<file path="src/rtl/pt_pkg.sv">
package pt_pkg;
  // Configuration register addresses
  localparam logic [2:0] ADDR_PAT  = 3'd0;
  localparam logic [2:0] ADDR_LEN  = 3'd1;
  localparam logic [2:0] ADDR_CNT  = 3'd2;
  localparam logic [2:0] ADDR_DLY  = 3'd3;
  localparam logic [2:0] ADDR_HALF = 3'd4;
  localparam logic [2:0] ADDR_MODE = 3'd5;

  typedef enum logic [1:0] {
    TR_IDLE  = 2'd0,
    TR_SHIFT = 2'd1,
    TR_GAP   = 2'd2,
    TR_STOP  = 2'd3
  } train_state_e;
endpackage

</file>
<file path="src/rtl/pt_cfg_regs.sv">
module pt_cfg_regs
  import pt_pkg::*;
#(
  parameter int W  = 32,
  parameter int DW = 32,
  parameter int CW = 16,
  localparam int LW = $clog2(W)
) (
  input  logic          clk,
  input  logic          rst_n,
  input  logic          cfg_we,
  input  logic [2:0]    cfg_addr,
  input  logic [DW-1:0] cfg_wdata,
  input  logic          enable,
  output logic [W-1:0]  pattern,
  output logic [LW:0]   len_eff,
  output logic [CW-1:0] loop_cnt,
  output logic [CW-1:0] loop_dly,
  output logic [CW-1:0] half_per,
  output logic          sq_mode,
  output logic          len_err
);
  logic [W-1:0]  pat_q, pat_n;
  logic [LW-1:0] code_q, code_n;
  logic [CW-1:0] cnt_q, cnt_n, dly_q, dly_n, half_q, half_n;
  logic          mode_q, mode_n, err_q, err_n;
  logic          stopped_wr;

  assign stopped_wr = cfg_we & ~enable;

  always_comb begin
    pat_n  = pat_q;
    code_n = code_q;
    cnt_n  = cnt_q;
    dly_n  = dly_q;
    half_n = half_q;
    mode_n = mode_q;
    err_n  = err_q;
    if (cfg_we && cfg_addr == ADDR_PAT) pat_n = cfg_wdata[W-1:0];
    if (stopped_wr) begin
      unique case (cfg_addr)
        ADDR_LEN: begin
          code_n = cfg_wdata[LW-1:0];
          err_n  = (cfg_wdata[LW-1:0] == LW'(1));
        end
        ADDR_CNT:  cnt_n  = cfg_wdata[CW-1:0];
        ADDR_DLY:  dly_n  = cfg_wdata[CW-1:0];
        ADDR_HALF: half_n = cfg_wdata[CW-1:0];
        ADDR_MODE: mode_n = cfg_wdata[0];
        default: ;
      endcase
    end
  end

  always_ff @(posedge clk or negedge rst_n) begin
    if (!rst_n) begin
      pat_q  <= '0;
      code_q <= '0;
      cnt_q  <= '0;
      dly_q  <= '0;
      half_q <= '0;
      mode_q <= 1'b0;
      err_q  <= 1'b0;
    end else begin
      pat_q  <= pat_n;
      code_q <= code_n;
      cnt_q  <= cnt_n;
      dly_q  <= dly_n;
      half_q <= half_n;
      mode_q <= mode_n;
      err_q  <= err_n;
    end
  end

  // Length decode: code 0 selects the full width, code 1 is forced to 2
  always_comb begin
    if (code_q == '0)             len_eff = (LW+1)'(W);
    else if (code_q == LW'(1))    len_eff = (LW+1)'(2);
    else                          len_eff = {1'b0, code_q};
  end

  assign pattern  = pat_q;
  assign loop_cnt = cnt_q;
  assign loop_dly = dly_q;
  assign half_per = half_q;
  assign sq_mode  = mode_q;
  assign len_err  = err_q;
endmodule

</file>
<file path="src/rtl/pt_train.sv">
module pt_train
  import pt_pkg::*;
#(
  parameter int W  = 32,
  parameter int CW = 16,
  localparam int LW = $clog2(W)
) (
  input  logic          clk,
  input  logic          rst_n,
  input  logic          run,
  input  logic          tick,
  input  logic [W-1:0]  pattern,
  input  logic [LW:0]   len_eff,
  input  logic [CW-1:0] loop_cnt,
  input  logic [CW-1:0] loop_dly,
  output logic          dout,
  output logic          loop_exit
);
  train_state_e  st_q, st_n;
  logic [LW:0]   idx_q, idx_n;
  logic [CW-1:0] loops_q, loops_n, gap_q, gap_n;
  logic          out_q, out_n, exit_n, exit_q;
  logic [CW-1:0] loops_inc;
  logic          last_rep;

  assign loops_inc = loops_q + CW'(1);
  assign last_rep  = (loop_cnt != '0) && (loops_inc == loop_cnt);

  always_comb begin
    st_n    = st_q;
    idx_n   = idx_q;
    loops_n = loops_q;
    gap_n   = gap_q;
    out_n   = out_q;
    exit_n  = 1'b0;
    if (!run) begin
      st_n    = TR_IDLE;
      idx_n   = '0;
      loops_n = '0;
      gap_n   = '0;
      out_n   = 1'b0;
    end else if (tick) begin
      unique case (st_q)
        TR_IDLE: begin
          out_n   = pattern[0];
          idx_n   = (LW+1)'(1);
          loops_n = '0;
          st_n    = TR_SHIFT;
        end
        TR_SHIFT: begin
          if (idx_q < len_eff) begin
            out_n = pattern[idx_q[LW-1:0]];
            idx_n = idx_q + (LW+1)'(1);
          end else begin
            loops_n = loops_inc;
            if (last_rep) begin
              out_n  = 1'b0;
              exit_n = 1'b1;
              st_n   = TR_STOP;
            end else if (loop_dly == '0) begin
              out_n = pattern[0];
              idx_n = (LW+1)'(1);
            end else begin
              gap_n = CW'(1);
              st_n  = TR_GAP;
            end
          end
        end
        TR_GAP: begin
          if (gap_q == loop_dly) begin
            out_n = pattern[0];
            idx_n = (LW+1)'(1);
            st_n  = TR_SHIFT;
          end else begin
            gap_n = gap_q + CW'(1);
          end
        end
        TR_STOP: out_n = 1'b0;
        default: st_n = TR_IDLE;
      endcase
    end
  end

  always_ff @(posedge clk or negedge rst_n) begin
    if (!rst_n) begin
      st_q    <= TR_IDLE;
      idx_q   <= '0;
      loops_q <= '0;
      gap_q   <= '0;
      out_q   <= 1'b0;
      exit_q  <= 1'b0;
    end else begin
      st_q    <= st_n;
      idx_q   <= idx_n;
      loops_q <= loops_n;
      gap_q   <= gap_n;
      out_q   <= out_n;
      exit_q  <= exit_n;
    end
  end

  assign dout      = out_q;
  assign loop_exit = exit_q;
endmodule

</file>
<file path="src/rtl/pt_square.sv">
module pt_square #(
  parameter int CW = 16
) (
  input  logic          clk,
  input  logic          rst_n,
  input  logic          run,
  input  logic          tick,
  input  logic [CW-1:0] half_per,
  output logic          dout
);
  logic [CW-1:0] cnt_q, cnt_n, half_eff;
  logic          lvl_q, lvl_n;

  assign half_eff = (half_per == '0) ? CW'(1) : half_per;

  always_comb begin
    cnt_n = cnt_q;
    lvl_n = lvl_q;
    if (!run) begin
      cnt_n = '0;
      lvl_n = 1'b0;
    end else if (tick) begin
      if (cnt_q == half_eff - CW'(1)) begin
        cnt_n = '0;
        lvl_n = ~lvl_q;
      end else begin
        cnt_n = cnt_q + CW'(1);
      end
    end
  end

  always_ff @(posedge clk or negedge rst_n) begin
    if (!rst_n) begin
      cnt_q <= '0;
      lvl_q <= 1'b0;
    end else begin
      cnt_q <= cnt_n;
      lvl_q <= lvl_n;
    end
  end

  assign dout = lvl_q;
endmodule

</file>
<file path="src/rtl/pulse_chan.sv">
module pulse_chan
  import pt_pkg::*;
#(
  parameter int W  = 32,   // pattern width, power of two
  parameter int DW = 32,   // write data width, at least W and CW
  parameter int CW = 16,   // loop count / delay / half-period width
  localparam int LW = $clog2(W)
) (
  input  logic          clk,
  input  logic          rst_n,
  input  logic          cfg_we,
  input  logic [2:0]    cfg_addr,
  input  logic [DW-1:0] cfg_wdata,
  input  logic          enable,
  input  logic          tick,
  output logic          dout,
  output logic          loop_exit,
  output logic          len_err
);
  logic [W-1:0]  pattern;
  logic [LW:0]   len_eff;
  logic [CW-1:0] loop_cnt, loop_dly, half_per;
  logic          sq_mode, tr_out, sq_out;

  pt_cfg_regs #(.W(W), .DW(DW), .CW(CW)) u_regs (
    .clk(clk), .rst_n(rst_n), .cfg_we(cfg_we), .cfg_addr(cfg_addr),
    .cfg_wdata(cfg_wdata), .enable(enable), .pattern(pattern),
    .len_eff(len_eff), .loop_cnt(loop_cnt), .loop_dly(loop_dly),
    .half_per(half_per), .sq_mode(sq_mode), .len_err(len_err)
  );

  pt_train #(.W(W), .CW(CW)) u_train (
    .clk(clk), .rst_n(rst_n), .run(enable & ~sq_mode), .tick(tick),
    .pattern(pattern), .len_eff(len_eff), .loop_cnt(loop_cnt),
    .loop_dly(loop_dly), .dout(tr_out), .loop_exit(loop_exit)
  );

  pt_square #(.CW(CW)) u_square (
    .clk(clk), .rst_n(rst_n), .run(enable & sq_mode), .tick(tick),
    .half_per(half_per), .dout(sq_out)
  );

  assign dout = sq_mode ? sq_out : tr_out;
endmodule

</file>
<file path="config.mk">
export PLATFORM = sky130hd
export DESIGN_NAME = pulse_chan
export DESIGN_NICKNAME = d
export VERILOG_FILES = /design/src/rtl/pt_pkg.sv /design/src/rtl/pt_cfg_regs.sv /design/src/rtl/pt_train.sv /design/src/rtl/pt_square.sv /design/src/rtl/pulse_chan.sv
export SDC_FILE = /design/constraint.sdc
export NUM_CORES = 1
export LEC_CHECK = 0
export BUFFER_PORTS_ARGS = -buffer_cell sky130_fd_sc_hd__buf_2
export CORE_MARGIN = 2
export CORE_UTILIZATION = 62
export CTS_CLUSTER_SIZE = 20
export DETAILED_ROUTE_END_ITERATION = 7
export PLACE_DENSITY = 0.93
export SETUP_SLACK_MARGIN = 0.5
export SYNTH_ARGS = -nofsm -noshare
export SYNTH_HDL_FRONTEND = slang
export SYNTH_HIERARCHICAL = 1
export SYNTH_SLANG_ARGS = --single-unit
</file>
<file path="constraint.sdc">
create_clock -name clk -period 3.8 [get_ports clk]
set_input_delay 1.14 -clock clk [delete_from_list [all_inputs] [get_ports clk]]
set_output_delay 1.14 -clock clk [all_outputs]
set_load 0.02 [all_outputs]
</file>
* Word level (Yosys, flattened, before mapping)
Index checks and enable logic that the tools add are counted.
** Operators by class
- $add $sub $neg :: 5
- Bitwise gates (word level) :: 6
- Reduce and logical (&&, ||, !) cells :: 19
- $lt $le $gt $ge :: 2
- Muxes and demuxes :: 49
- Equal/unequal tests :: 28
** Operator list (number)
- 16-bit two-way mux :: 13
- 16-bit case mux with 2 select lines :: 2
- 16-bit by 1-bit adder with 16-bit output, second input constant :: 3
- 16-bit == test :: 3
- 6-bit two-way mux :: 7
- 16-bit logical NOT :: 2
- 3-bit inequality test, second input constant :: 7
- 6-bit case mux with 3 select lines :: 1
- 1-bit two-way mux :: 16
- 4-bit inequality test, second input constant :: 4
- 16-bit nonzero test :: 1
- 16-bit by 1-bit subtractor with 16-bit output, second input constant :: 1
- 2-bit two-way mux :: 6
- 2-bit AND reduction :: 6
- 5-bit by 1-bit == test with 1-bit output, second input constant :: 2
- 5-bit AND reduction :: 2
- 6-bit by 1-bit adder with 6-bit output, second input constant :: 1
- 3-bit by 2-bit == test with 1-bit output, second input constant :: 2
- 3-bit == test, second input constant :: 2
- 5-bit by 6-bit less-than comparator with 1-bit output, second input constant :: 1
- 6-bit less-than comparator :: 1
- 2-bit inequality test, second input constant :: 3
- 2-bit case mux with 3 select lines :: 1
- 3-bit AND reduction :: 2
- other kinds (14) :: 20
** Word-level totals
- Flip-flop bits (word level) :: 146
- Logic and storage cells :: 124
- Output and inout bits :: 3
- Input bits :: 40

* Longest topological paths before layout
- Word-level depth :: 8
- Depth in mapped cells :: 14
- Mapped depth without buffers :: 11

* Cells and area by module
Netlist, hierarchy kept.
** By module, submodules not included
- pt_train :: seq. area each 1051.0 µm², area an instance 3704.8 µm², instances 1, cells each 435
- pt_cfg_regs :: seq. area each 2177.1 µm², area an instance 3369.5 µm², instances 1, cells each 199
- pt_square :: seq. area each 425.4 µm², area an instance 1461.4 µm², instances 1, cells each 177
- pulse_chan :: seq. area each 0.0 µm², area an instance 31.3 µm², instances 1, cells each 3

* Least setup slack after synthesis
OpenSTA, ideal clock, no wires.
- Kind :: flip-flop to flip-flop
- Start :: register u_regs.half_q[10], in the netlist u_regs/half_per[10]
- End :: register u_square.cnt_q[8]
- Period minus slack after synthesis :: 3.068 ns
- Data arrival time :: 2.949 ns
- Cell stages (with the launch flop) :: 15
- Buffers on the path :: 3
- Library setup time :: 0.119 ns
- Path slack :: 0.732 ns
- Required time :: 3.681 ns
- Cells stage by stage :: dfrtp_1 clkbuf_1 nor4_1 nand4_1 nor2b_1 ha_1 buf_2 nor2_1 nor2_1 a221oi_1 o211ai_1 a2111o_1 o31ai_4 buf_6 nor2_1
** Between the ends
- Cells in the longest elaborated chain, start to end :: 7
** RTL lines
- start, declared :: line pt_cfg_regs.sv:25 : logic [CW-1:0] cnt_q, cnt_n, dly_q, dly_n, half_q, half_n;
- start signal, assigned :: line pt_cfg_regs.sv:69 : half_q <= half_n;
- 16-bit logical NOT :: line pt_square.sv:14 : assign half_eff = (half_per == '0) ? CW'(1) : half_per;
- 16-bit two-way mux (*) :: line pt_square.sv:14
- 16-bit by 1-bit subtractor with 16-bit output (*) :: line pt_square.sv:23 : if (cnt_q == half_eff - CW'(1)) begin
- 16-bit == test (*) :: line pt_square.sv:23
- 16-bit two-way mux (*) :: line pt_square.sv:23
- 16-bit two-way mux (*) :: line pt_square.sv:22 : end else if (tick) begin
- 16-bit two-way mux (*) :: line pt_square.sv:19 : if (!run) begin
- end signal, assigned :: line pt_square.sv:37 : cnt_q <= cnt_n;
- end, declared :: line pt_square.sv:11 : logic [CW-1:0] cnt_q, cnt_n, half_eff;
Every way passes the cells marked *; elsewhere a longest branch is shown, timed or not. The select of a mux whose other input is x is not followed.
A chain may end at the register's enable or synchronous reset.

* Worst setup path after layout
- Start :: register u_regs.half_q[9], in the netlist u_regs/half_per[9]
- End :: register u_square.cnt_q[11]
Same word-level chain as after synthesis.

==> flow_summary_export.csv <==
group,metric,value,unit
sta,finalSetupTns,0,ns
synth,avgSynthCellArea,10.5,um2
floorplan,coreArea,0.0133,mm2
routing,drc,1,
setup_path,crit_end,"u_square/cnt_q[11]",
power,power_density,528,mW/mm2
cts,root_buffer,"clkbuf_16",
setup_path,crit_slowest_cell,"dfrtp_2",
cts,hold_buffers,0,
routing,via_per_inst,7.14,
synth,synth-main-ff-cell,"dfrtp_1",
setup_path,cp.depth,12,
routing,first_pass_iters,8,
setup_path,cp-end-kind,"register",
sta,hold_viol,0,
sta,rsz0062_at_grt,"true",
cts,htree_levels,4,
synth,syn-num-nets,868,
sta,fin_crit,3.29,ns
sta,max_freq,0.304,GHz
synth,yosysSeqAreaShare,0.426,
finish,stdcell_count,1037,
sta,setup_viol,0,
synth,syn_inst,814,
cts,cts.clk_slew.worst_paths,0.07,ns
global_route,grt_antenna_before_repair,0,
routing,num_vias,7406,
sta,finalCritPeriodShare,0.867,
global_route,grt_max_degree,53,
sta,slew_viol_final,0,
setup_path,required,4.11,ns
power,p_leak,3.84,nW
placed_design,io_buffers,42,
global_route,grt_pass1_wl,38400,um
setup_path,crit_path_cell_trace,"nor4_4 -> nand4_1 -> nor2b_1 -> ha_2 -> nor2_1 -> nor2_1 -> a221oi_1 -> o211ai_1 -> a2111o_1 -> o31ai_4 -> buf_4 -> nor2_1",
synth,async_flop_share,1.00,
floorplan,fp.dieArea,0.0148,mm2
synth,synth_area,0.00857,mm2
setup_path,crit_buf_inv,1,
floorplan,initial_core_util,0.642,
power,vdd_drop_max,0.000470,V
job,max-cap-violations,0,
routing,antenna_left,0,
finish,drive_gt1_frac,0.267,
placed_design,placed_cells,997,
finish,diodes,0,
cts,clock_latency,0.43,ns
floorplan,die_h,122,um
placed_design,place.gp.congestion,0.996,
finish,final_area,0.00957,mm2
synth,synth_enable_flop_cells,0,
floorplan,die_w,122,um
finish,nNetsFinal,902,
global_route,grt_usage,0.340,
setup_path,start_kind,"register",
synth,ys_seq_elements,146,
setup_path,rr_worst_depth,12,
finish,fin_util,0.717,
setup_path,path_max_fanout,9,
setup_path,cp_top_family,"simple AND/OR/NAND/NOR gates",
sta,max_slew_margin,0.484,
min_path,min_path_type,"register to register",
setup_path,r2r-end,"u_square/cnt_q[11]",
setup_path,critical_path_class,"register to register",
finish,syn_to_final_growth,11.7,%
global_route,grt_overflow,0,
cts,clockBufferDepth,2,
setup_path,rrSetupSlack,0.51,ns
setup_path,worstPathArrival,3.61,ns
placed_design,placed_cell_area,0.00885,mm2
global_route,grt_pass1_vias,7183,
sta,tightest_slew,0.773,ns
setup_path,regToRegStartpoint,"u_regs/half_per[9]",
setup_path,path_common_cell,"nor2_1",
routing,wl_per_cell,24.0,um
run_status,violations,"design-rule violations",
routing,drt_iter0_markers,1123,
cts,numClockSinks,146,
floorplan,rows,42,
run_status,outcome,"finished, violations left",
routing,totalWireLength,24900,um
cts,tritoncts,"yes",
synth,yosysWarnings,6,
setup_path,crit_path_max_incr_delay,0.49,ns
sta,skew,0.0115,ns
floorplan,io_pins,43,
setup_path,cp-startpoint,"u_regs/half_per[9]",
placed_design,dp_hpwl,15500,um
synth,yosysUniqueCellTypes,87,
cts,numCtsBuffers,17,
registers in the layout, summed over array words and instances (netlist names):
register and cells:
u_train/loops_q 16, u_square/dout 1, u_regs/code_q 5, u_square/cnt_q 16
u_regs/sq_mode 1, u_regs/len_err 1, u_train/st_q 2, u_regs/half_per 16
u_train/loop_exit 1, u_train/idx_q 6, u_regs/pattern 32, u_regs/loop_cnt 16
u_regs/loop_dly 16, u_train/gap_q 16, u_train/dout 1
layout make-up:
type                            count  area, um2
Clock inverter                     13        150
Multi-Input combinational cell    598       4640
Sequential cell                   146       3660
Clock buffer                       19        443
Inverter                           26       97.6
Tap cell                          176        220
Timing Repair Buffer               59        357
Fill cell                         812       3780
layer usage:
metal / vias up / share of wire / GRT usage
met5: - / 0 / 0
met4: 0 / 0.063 / 0.215
met3: 165 / 0.091 / 0.0801
met2: 561 / 0.48 / 0.532
met1: 3585 / 0.37 / 0.427
li1: 3095 / - / -
logic make-up (layout without fill, tap and decap cells):
kind of cell / Yosys count / count (layout) / share of synthesized area
DFF: 146 / 146 / 0.426
AOI/OAI and AO/OA: 156 / 156 / 0.128
xor gates and xnor gates: 60 / 60 / 0.0629
muxes: 104 / 104 / 0.150
and+or+nand+nor: 264 / 264 / 0.174
buffers and inverters: 70 / 117 / 0.0388
adders and majority gates: 14 / 14 / 0.0204
cell usage after synthesis, types with 11 or more instances:
master	number	area [um2]
dfrtp_1	146	3650
mux2_2	87	980
nor2_1	57	214
nand2_1	54	203
xnor2_1	43	377
o21ai_0	34	170
inv_1	26	97.6
a21oi_1	24	120
clkbuf_1	22	82.6
nand3_1	21	105
nor4_1	19	119
nand4_1	18	113
xor2_1	16	140
ha_1	14	175
or3_1	13	81.3
a31oi_1	11	68.8
buf_2	11	55.1
o22ai_1	11	68.8
through the flow:
stage          total power, W  setup slack [ns]  hold slack (ns)
2_1_floorplan         0.00285             0.732            0.445
3_3_place_gp          0.00311             0.442            0.468
3_5_place_dp          0.00320             0.183            0.477
4_1_cts               0.00495             0.541            0.490
5_1_grt               0.00521             0.349            0.513
6_report              0.00505             0.507            0.497
worst register-to-register path: stages, from the launching register on:
cell and delay (ns):
dfrtp_2 0.49, nor4_4 0.43, nand4_1 0.19, nor2b_1 0.19, ha_2 0.27, nor2_1 0.16
nor2_1 0.09, a221oi_1 0.32, o211ai_1 0.14, a2111o_1 0.38, o31ai_4 0.28, buf_4 0.19
nor2_1 0.06
report_power, final:
part / internal (W) / switching [W]
clock network: 0.000996 / 0.000714
logic: 0.000590 / 0.000658
registers: 0.00179 / 0.000311
worst min-delay path by stage:
stage	end	depth (start not counted)	slack, ns	startpoint
floorplan	u_train/idx_q[5]	1	0.44	u_train/idx_q[5]
global placement	u_train/idx_q[5]	1	0.47	u_train/idx_q[5]
detailed placement	u_train/dout	2	0.48	u_train/dout
CTS	u_train/dout	2	0.49	u_train/dout
global route	u_regs/pattern[24]	1	0.51	u_regs/pattern[24]
finish	u_train/dout	2	0.50	u_train/dout
timing repair:
action,4_1_cts,5_1_grt
buffers inserted,4,4
pin swaps,2,3
setup endpoints to repair,16,49
hold endpoints to repair,0,0
resized for setup,2,14
layout by cell type, fill, tap and decap left out, drive strengths merged, types with 16 or more instances in the layout:
cell,count
buf,59
clkbuf,19
nand4,19
nand2,54
xor2,16
nor4,21
nand3,26
mux2,89
a21oi,24
inv,30
xnor2,43
dfrtp,146
nor2,58
o21ai,41
(Power assumes the default switching activity.)
